===== src/rtl/fifo_rtx_pkg.sv =====
// Package: shared types and helpers for the FIFO retransmit controller.
// Assumes: DEPTH is the storage depth in words, not counting the FWFT output register.
package fifo_rtx_pkg;

    typedef enum logic {
        MODE_STD  = 1'b0,
        MODE_FWFT = 1'b1
    } fifo_mode_e;

    // Highest write count at which a retransmit may still be accepted.
    function automatic int unsigned rtx_limit(input int unsigned depth, input fifo_mode_e mode);
        return (mode == MODE_FWFT) ? depth - 1 : depth - 2;
    endfunction

endpackage


===== src/rtl/rtx_settle_timer.sv =====
// Module: counts the retransmit settling window and flags it as busy.
// Assumes: start is pulsed only while busy is low; the window lasts SETTLE+1 cycles.
module rtx_settle_timer #(
    parameter int unsigned SETTLE = 3,
    localparam int unsigned CNT_W = $clog2(SETTLE + 2)
) (
    input  logic clk,
    input  logic rst_n,
    input  logic start,
    output logic busy
);

    localparam logic [CNT_W-1:0] LOAD = CNT_W'(SETTLE + 1);

    logic [CNT_W-1:0] cnt;

    // Load the window on start, then count down to zero.
    always_ff @(posedge clk) begin
        if (!rst_n) begin
            cnt <= '0;
        end else if (start) begin
            cnt <= LOAD;
        end else if (cnt != '0) begin
            cnt <= cnt - CNT_W'(1);
        end
    end

    // Busy while any settling cycles remain.
    always_comb busy = (cnt != '0);

    AST_START_LOADS_WINDOW: assert property (@(posedge clk) disable iff (!rst_n)
        start |=> (cnt == LOAD));

    AST_WINDOW_COUNTS_DOWN: assert property (@(posedge clk) disable iff (!rst_n)
        (busy && !start) |=> (cnt == $past(cnt) - CNT_W'(1)));

endmodule


===== src/rtl/rtx_rd_pointer.sv =====
// Module: read pointer and FWFT output-register occupancy.
// Assumes: wr_count rises monotonically between resets; hold masks all reads;
// rewind has priority over every other update.
module rtx_rd_pointer #(
    parameter int unsigned PTR_W = 4
) (
    input  logic             clk,
    input  logic             rst_n,
    input  logic             fwft,
    input  logic             rewind,
    input  logic             hold,
    input  logic             rd_en,
    input  logic [PTR_W-1:0] wr_count,
    output logic [PTR_W-1:0] ptr,
    output logic             out_valid,
    output logic             avail
);

    logic std_adv;
    logic fwft_load;
    logic fwft_drop;

    // Decide which pointer or output-register update this cycle makes.
    always_comb begin
        avail     = (wr_count > ptr);
        std_adv   = !fwft && !hold && rd_en && avail;
        fwft_load = fwft && !hold && avail && (!out_valid || rd_en);
        fwft_drop = fwft && !hold && out_valid && rd_en && !avail;
    end

    // Pointer and output-register state update.
    always_ff @(posedge clk) begin
        if (!rst_n) begin
            ptr       <= '0;
            out_valid <= 1'b0;
        end else if (rewind) begin
            ptr       <= '0;
            out_valid <= 1'b0;
        end else begin
            if (std_adv || fwft_load) begin
                ptr <= ptr + PTR_W'(1);
            end
            if (fwft_load) begin
                out_valid <= 1'b1;
            end else if (fwft_drop) begin
                out_valid <= 1'b0;
            end
        end
    end

    AST_REWIND_TO_FIRST: assert property (@(posedge clk) disable iff (!rst_n)
        rewind |=> (ptr == '0 && !out_valid));

    AST_FROZEN_WHILE_HELD: assert property (@(posedge clk) disable iff (!rst_n)
        (hold && !rewind) |=> ($stable(ptr) && $stable(out_valid)));

    AST_PTR_NOT_PAST_WRITES: assert property (@(posedge clk) disable iff (!rst_n)
        ptr <= wr_count);

    AST_STD_NO_OUTREG: assert property (@(posedge clk) disable iff (!rst_n)
        !fwft |=> !out_valid);

endmodule


===== src/rtl/fifo_rtx_ctrl.sv =====
// Module: top of the read-side retransmit controller.
// Accepts or refuses retransmit requests, drives the mode-dependent status flag
// and keeps the sticky refusal error.
// Assumes: mode_fwft is static between resets; wr_count comes from the write side
// and counts words written since the last reset.
module fifo_rtx_ctrl #(
    parameter int unsigned DEPTH  = 16,
    parameter int unsigned SETTLE = 3,
    localparam int unsigned CW    = $clog2(DEPTH + 2)
) (
    input  logic          clk,
    input  logic          rst_n,
    input  logic          mode_fwft,
    input  logic          rd_en,
    input  logic          rtx_req,
    input  logic [CW-1:0] wr_count,
    output logic [CW-1:0] rd_ptr,
    output logic          stat_flag,
    output logic          setup_busy,
    output logic          rtx_err
);

    import fifo_rtx_pkg::*;

    localparam logic [CW-1:0] LIM_STD  = CW'(rtx_limit(DEPTH, MODE_STD));
    localparam logic [CW-1:0] LIM_FWFT = CW'(rtx_limit(DEPTH, MODE_FWFT));

    fifo_mode_e    mode;
    logic [CW-1:0] limit;
    logic          rtx_ok;
    logic          rtx_bad;
    logic          busy;
    logic          out_valid;
    logic          avail;

    // Decode mode, limit and retransmit acceptance.
    always_comb begin
        mode    = fifo_mode_e'(mode_fwft);
        limit   = (mode == MODE_FWFT) ? LIM_FWFT : LIM_STD;
        rtx_ok  = rtx_req && !busy && (wr_count <= limit);
        rtx_bad = rtx_req && !busy && (wr_count > limit);
    end

    rtx_settle_timer #(
        .SETTLE(SETTLE)
    ) u_timer (
        .clk  (clk),
        .rst_n(rst_n),
        .start(rtx_ok),
        .busy (busy)
    );

    rtx_rd_pointer #(
        .PTR_W(CW)
    ) u_ptr (
        .clk      (clk),
        .rst_n    (rst_n),
        .fwft     (mode == MODE_FWFT),
        .rewind   (rtx_ok),
        .hold     (busy),
        .rd_en    (rd_en),
        .wr_count (wr_count),
        .ptr      (rd_ptr),
        .out_valid(out_valid),
        .avail    (avail)
    );

    // Sticky error for refused retransmits.
    always_ff @(posedge clk) begin
        if (!rst_n) begin
            rtx_err <= 1'b0;
        end else if (rtx_bad) begin
            rtx_err <= 1'b1;
        end
    end

    // Mode-dependent status flag and busy output.
    always_comb begin
        setup_busy = busy;
        if (mode == MODE_FWFT) begin
            stat_flag = !out_valid;
        end else begin
            stat_flag = !busy && avail;
        end
    end

    AST_ERR_STICKY: assert property (@(posedge clk) disable iff (!rst_n)
        rtx_err |=> rtx_err);

    AST_FWFT_EMPTY_IN_SETUP: assert property (@(posedge clk) disable iff (!rst_n)
        busy |-> !out_valid);

    AST_BUSY_REQ_NO_ERR: assert property (@(posedge clk) disable iff (!rst_n)
        (busy && !rtx_err) |=> !rtx_err);

    AST_ACCEPT_STARTS_SETUP: assert property (@(posedge clk) disable iff (!rst_n)
        rtx_ok |=> (busy && rd_ptr == '0));

endmodule


===== config.mk =====
export PLATFORM = sky130hd
export DESIGN_NAME = fifo_rtx_ctrl
export DESIGN_NICKNAME = d
export VERILOG_FILES = /design/src/rtl/fifo_rtx_pkg.sv /design/src/rtl/rtx_settle_timer.sv /design/src/rtl/rtx_rd_pointer.sv /design/src/rtl/fifo_rtx_ctrl.sv
export SDC_FILE = /design/constraint.sdc
export NUM_CORES = 1
export LEC_CHECK = 0
export BUFFER_PORTS_ARGS = -buffer_cell sky130_fd_sc_hd__buf_2
export CAP_MARGIN = 20
export CORE_MARGIN = 2
export CORE_UTILIZATION = 55
export DETAILED_ROUTE_END_ITERATION = 10
export MAX_ROUTING_LAYER = met4
export PLACE_DENSITY = 0.88
export SYNTH_ARGS = -nofsm -noshare
export SYNTH_HDL_FRONTEND = slang
export SYNTH_HIERARCHICAL = 1
export SYNTH_SLANG_ARGS = --single-unit

===== constraint.sdc =====
create_clock -name clk -period 5.5 [get_ports clk]
set_input_delay 0 -clock clk [delete_from_list [all_inputs] [get_ports clk]]
set_output_delay 0 -clock clk [all_outputs]
set_load 0.005 [all_outputs]

==> results.tsv <==
stage	metric	value	unit
power	Total Power	323	uW
logic_synthesis	sequential-to-total area share from yosys stat	0.268	
logic_synthesis	library cells used by synthesis	31	
logic_synthesis	cell taking the most area after synthesis	dfxtp_1	
sta	setup_tns	0	ps
logic_synthesis	ys async rst share	0	
global_routing	global-route wire length before repair	2590	um
logic_synthesis	Synth area leaders	dfxtp_1 (27%), ha_1 (17%), inv_1 (7.0%), o221ai_1 (3.5%), nand2b_1 (3.3%)	
logic_synthesis	Post-synth EDFFs	0	
clock_tree	CTS Buf Count	3	
setup_path	WP buf/inv	2	
cells_and_area	Post-layout nets	129	
sta	max_slew headroom	0.656	
place	hpwl dp	1200	um
sta	Tightest Pin Transition	516	ps
clock_tree	Max clock buf depth	2	
sta	Tmin final	2260	ps
sta	Hold WS	114	ps
min_path	Worst Hold Path Cells	4	
setup_path	CP Capture Type	flop	
setup_path	cell depth of the worst setup path	9	
setup_path	critical-path maximum fanout	8	
clock_tree	number of setup buffers added after CTS	0	
route	Initial DRC Count	29	
sta	FMAX	443	MHz
sta	final hold vios	0	
logic_synthesis	register bit total from synthesis	10	
route	Via density	5.77	
setup_path	crit path DAT	2420	ps
floorplanning	Die W	40.9	um
logic_synthesis	Ys Warns	6	
floorplanning	die height	40.9	um
route	routed len/inst	12.9	um
run_status	status	finished, final reports clean	
cells_and_area	Area Growth Syn to Fin	18.1	%
floorplanning	initial core utilization	0.582	
clock_tree	htree depth	1	
clock_tree	clk root buf	clkbuf_4	
power	standby leakage power	0.000425	uW
setup_path	crit-path max cell delay	370	ps
global_routing	global route overflow	0	
clock_tree	CTS Hold Bufs	1	
floorplanning	# rows	13	
clock_tree	clock-pin slew on the worst setup and hold paths	70	ps
logic_synthesis	Gate Count Post-Synth	88	
logic_synthesis	Mean Syn Cell Area	8.50	sq um
cells_and_area	layout cell share with drive strength beyond 1	0.231	
floorplanning	die area	1670	sq um
route	total number of vias	710	
setup_path	Crit-path slowest cell	nor3_1	
logic_synthesis	Synthesized Nets	108	
route	Post-DRT Antenna Nets	0	
run	max-capacitance violation count	0	
setup_path	Crit Path Category	reg -> reg	
power	maximum vdd drop	0.000266	V
route	DRC	0	
logic_synthesis	Synth Flop Type	dfxtp_1	
sta	Period Utilization, post-route	0.410	
cells_and_area	ant diodes	0	
sta	Final Slew Violations	0	
setup_path	Worst EP required	5660	ps
place	buffers added on ports	17	
sta	final setup vio count	0	
setup_path	Worst Setup Start Kind	flop	
sta	Max Clock Skew	2.12	ps
clock_tree	clock sink count	10	
clock_tree	TritonCTS clock tree	yes	
route	drt first pass iters	4	
setup_path	CP Cell Sequence	inv_1, ha_1, ha_1, inv_1, nand2b_4, nor3_1, nor2b_1, and3_1, a32o_1	
clock_tree	post-cts gate resize count	0	
min_path	Hold Crit Class	in -> reg	
logic_synthesis	most frequent cell after synthesis	inv_1	
global_routing	vias in the first global route	600	
floorplanning	IO Count	18	
setup_path	R2R depth	9	
global_routing	pin count of the biggest net entering global routing	11	
logic_synthesis	Yosys top cell area share	0.268	
clock_tree	Worst-Skew Late Latency	270	ps
global_routing	Overall Global Routing Usage	0.240	
logic_synthesis	Mapped Area	748	sq um
place	RD Place Congestion	0.797	
floorplanning	core box area	1280	sq um
power	Pwr per Cell Area	366	nW/um^2
global_routing	initial antenna violation count	0	
route	Total Wirelength	1590	um
sta	RSZ-0062 raised after global routing	no	
logic_synthesis	Commonest cells post-synth	inv_1 (14), dfxtp_1 (10), ha_1 (10)	
setup_path	CP delay by family, top	simple AND/OR/NAND/NOR gates	
## cell type report
type / count / area [sq um]
Multi-Input combinational cell: 62 / 480
Fill cell: 113 / 402
Sequential cell: 10 / 200
Timing Repair Buffer: 18 / 95.1
Inverter: 14 / 52.6
Clock buffer: 4 / 36.3
Tap cell: 15 / 18.8
## layer usage
| layer | wire length [um] | global-route usage | up-vias | part of all wire |
|---|---|---|---|---|
| li1 | - | - | 350 | - |
| met1 | 738 | 0.314 | 326 | 0.46 |
| met2 | 742 | 0.355 | 30 | 0.47 |
| met3 | 98 | 0.0543 | 4 | 0.062 |
| met4 | 12 | 0.0917 | 0 | 0.0075 |
| met5 | 0 | - | - | 0 |
## power by group
part | internal, uW | total (uW) | leakage [uW] | switching (uW)
logic | 69.2 | 155 | 0.000322 | 86.2
clock network | 40.2 | 67.6 | 0.0000210 | 27.4
registers | 88.2 | 100 | 0.0000817 | 12.0
total | 198 | 323 | 0.000425 | 126
## sequential cells by signal (all words and copies together), names as in the netlist
register         cells
u_timer/cnt          3
rtx_err              1
u_ptr/ptr            5
u_ptr/out_valid      1
## final timing paths
check | startpoint | end | slack [ps]
hold reg to reg | rtx_err | rtx_err | 480
setup / recovery | u_timer/cnt[0] | u_ptr/out_valid | 3240
setup reg to reg | u_timer/cnt[0] | u_ptr/out_valid | 3240
hold / removal | wr_count[4] | rtx_err | 110
## cells in the final DEF (no fill, tap or decap), drive strengths merged, types with 4 or more instances in the layout
cell	n
buf	17
inv	14
nand2b	5
nand2	6
clkbuf	4
nor2	5
dfxtp	10
nor2b	4
ha	10
a21oi	4
## cell families (layout without fill, tap and decap cells)
group | count (synthesis) | after routing | synth area share
and+or+nand+nor | 30 | 30 | 0.242
AOI/OAI and AO/OA | 18 | 18 | 0.179
buffers and inverters | 16 | 36 | 0.0903
adders and majority gates | 10 | 10 | 0.167
DFF | 10 | 10 | 0.268
muxes | 3 | 3 | 0.0418
xor gates and xnor gates | 1 | 1 | 0.0117
## tightest hold or removal path: stages
cell	delay, ps
buf_2	100
inv_1	40
nor2_1	90
o31a_1	110
## metrics by stage
step	instances	cell area [sq um]	utilization	setup slack, ps
final	123	883	0.687	3240
after floorplan	88	748	-	3540
after global routing	123	883	0.687	3070
after global placement	118	837	0.651	3330
after detailed placement	118	837	0.651	3260
after CTS	123	883	0.687	3250
Note: power is estimated with default switching activity, not from simulation.
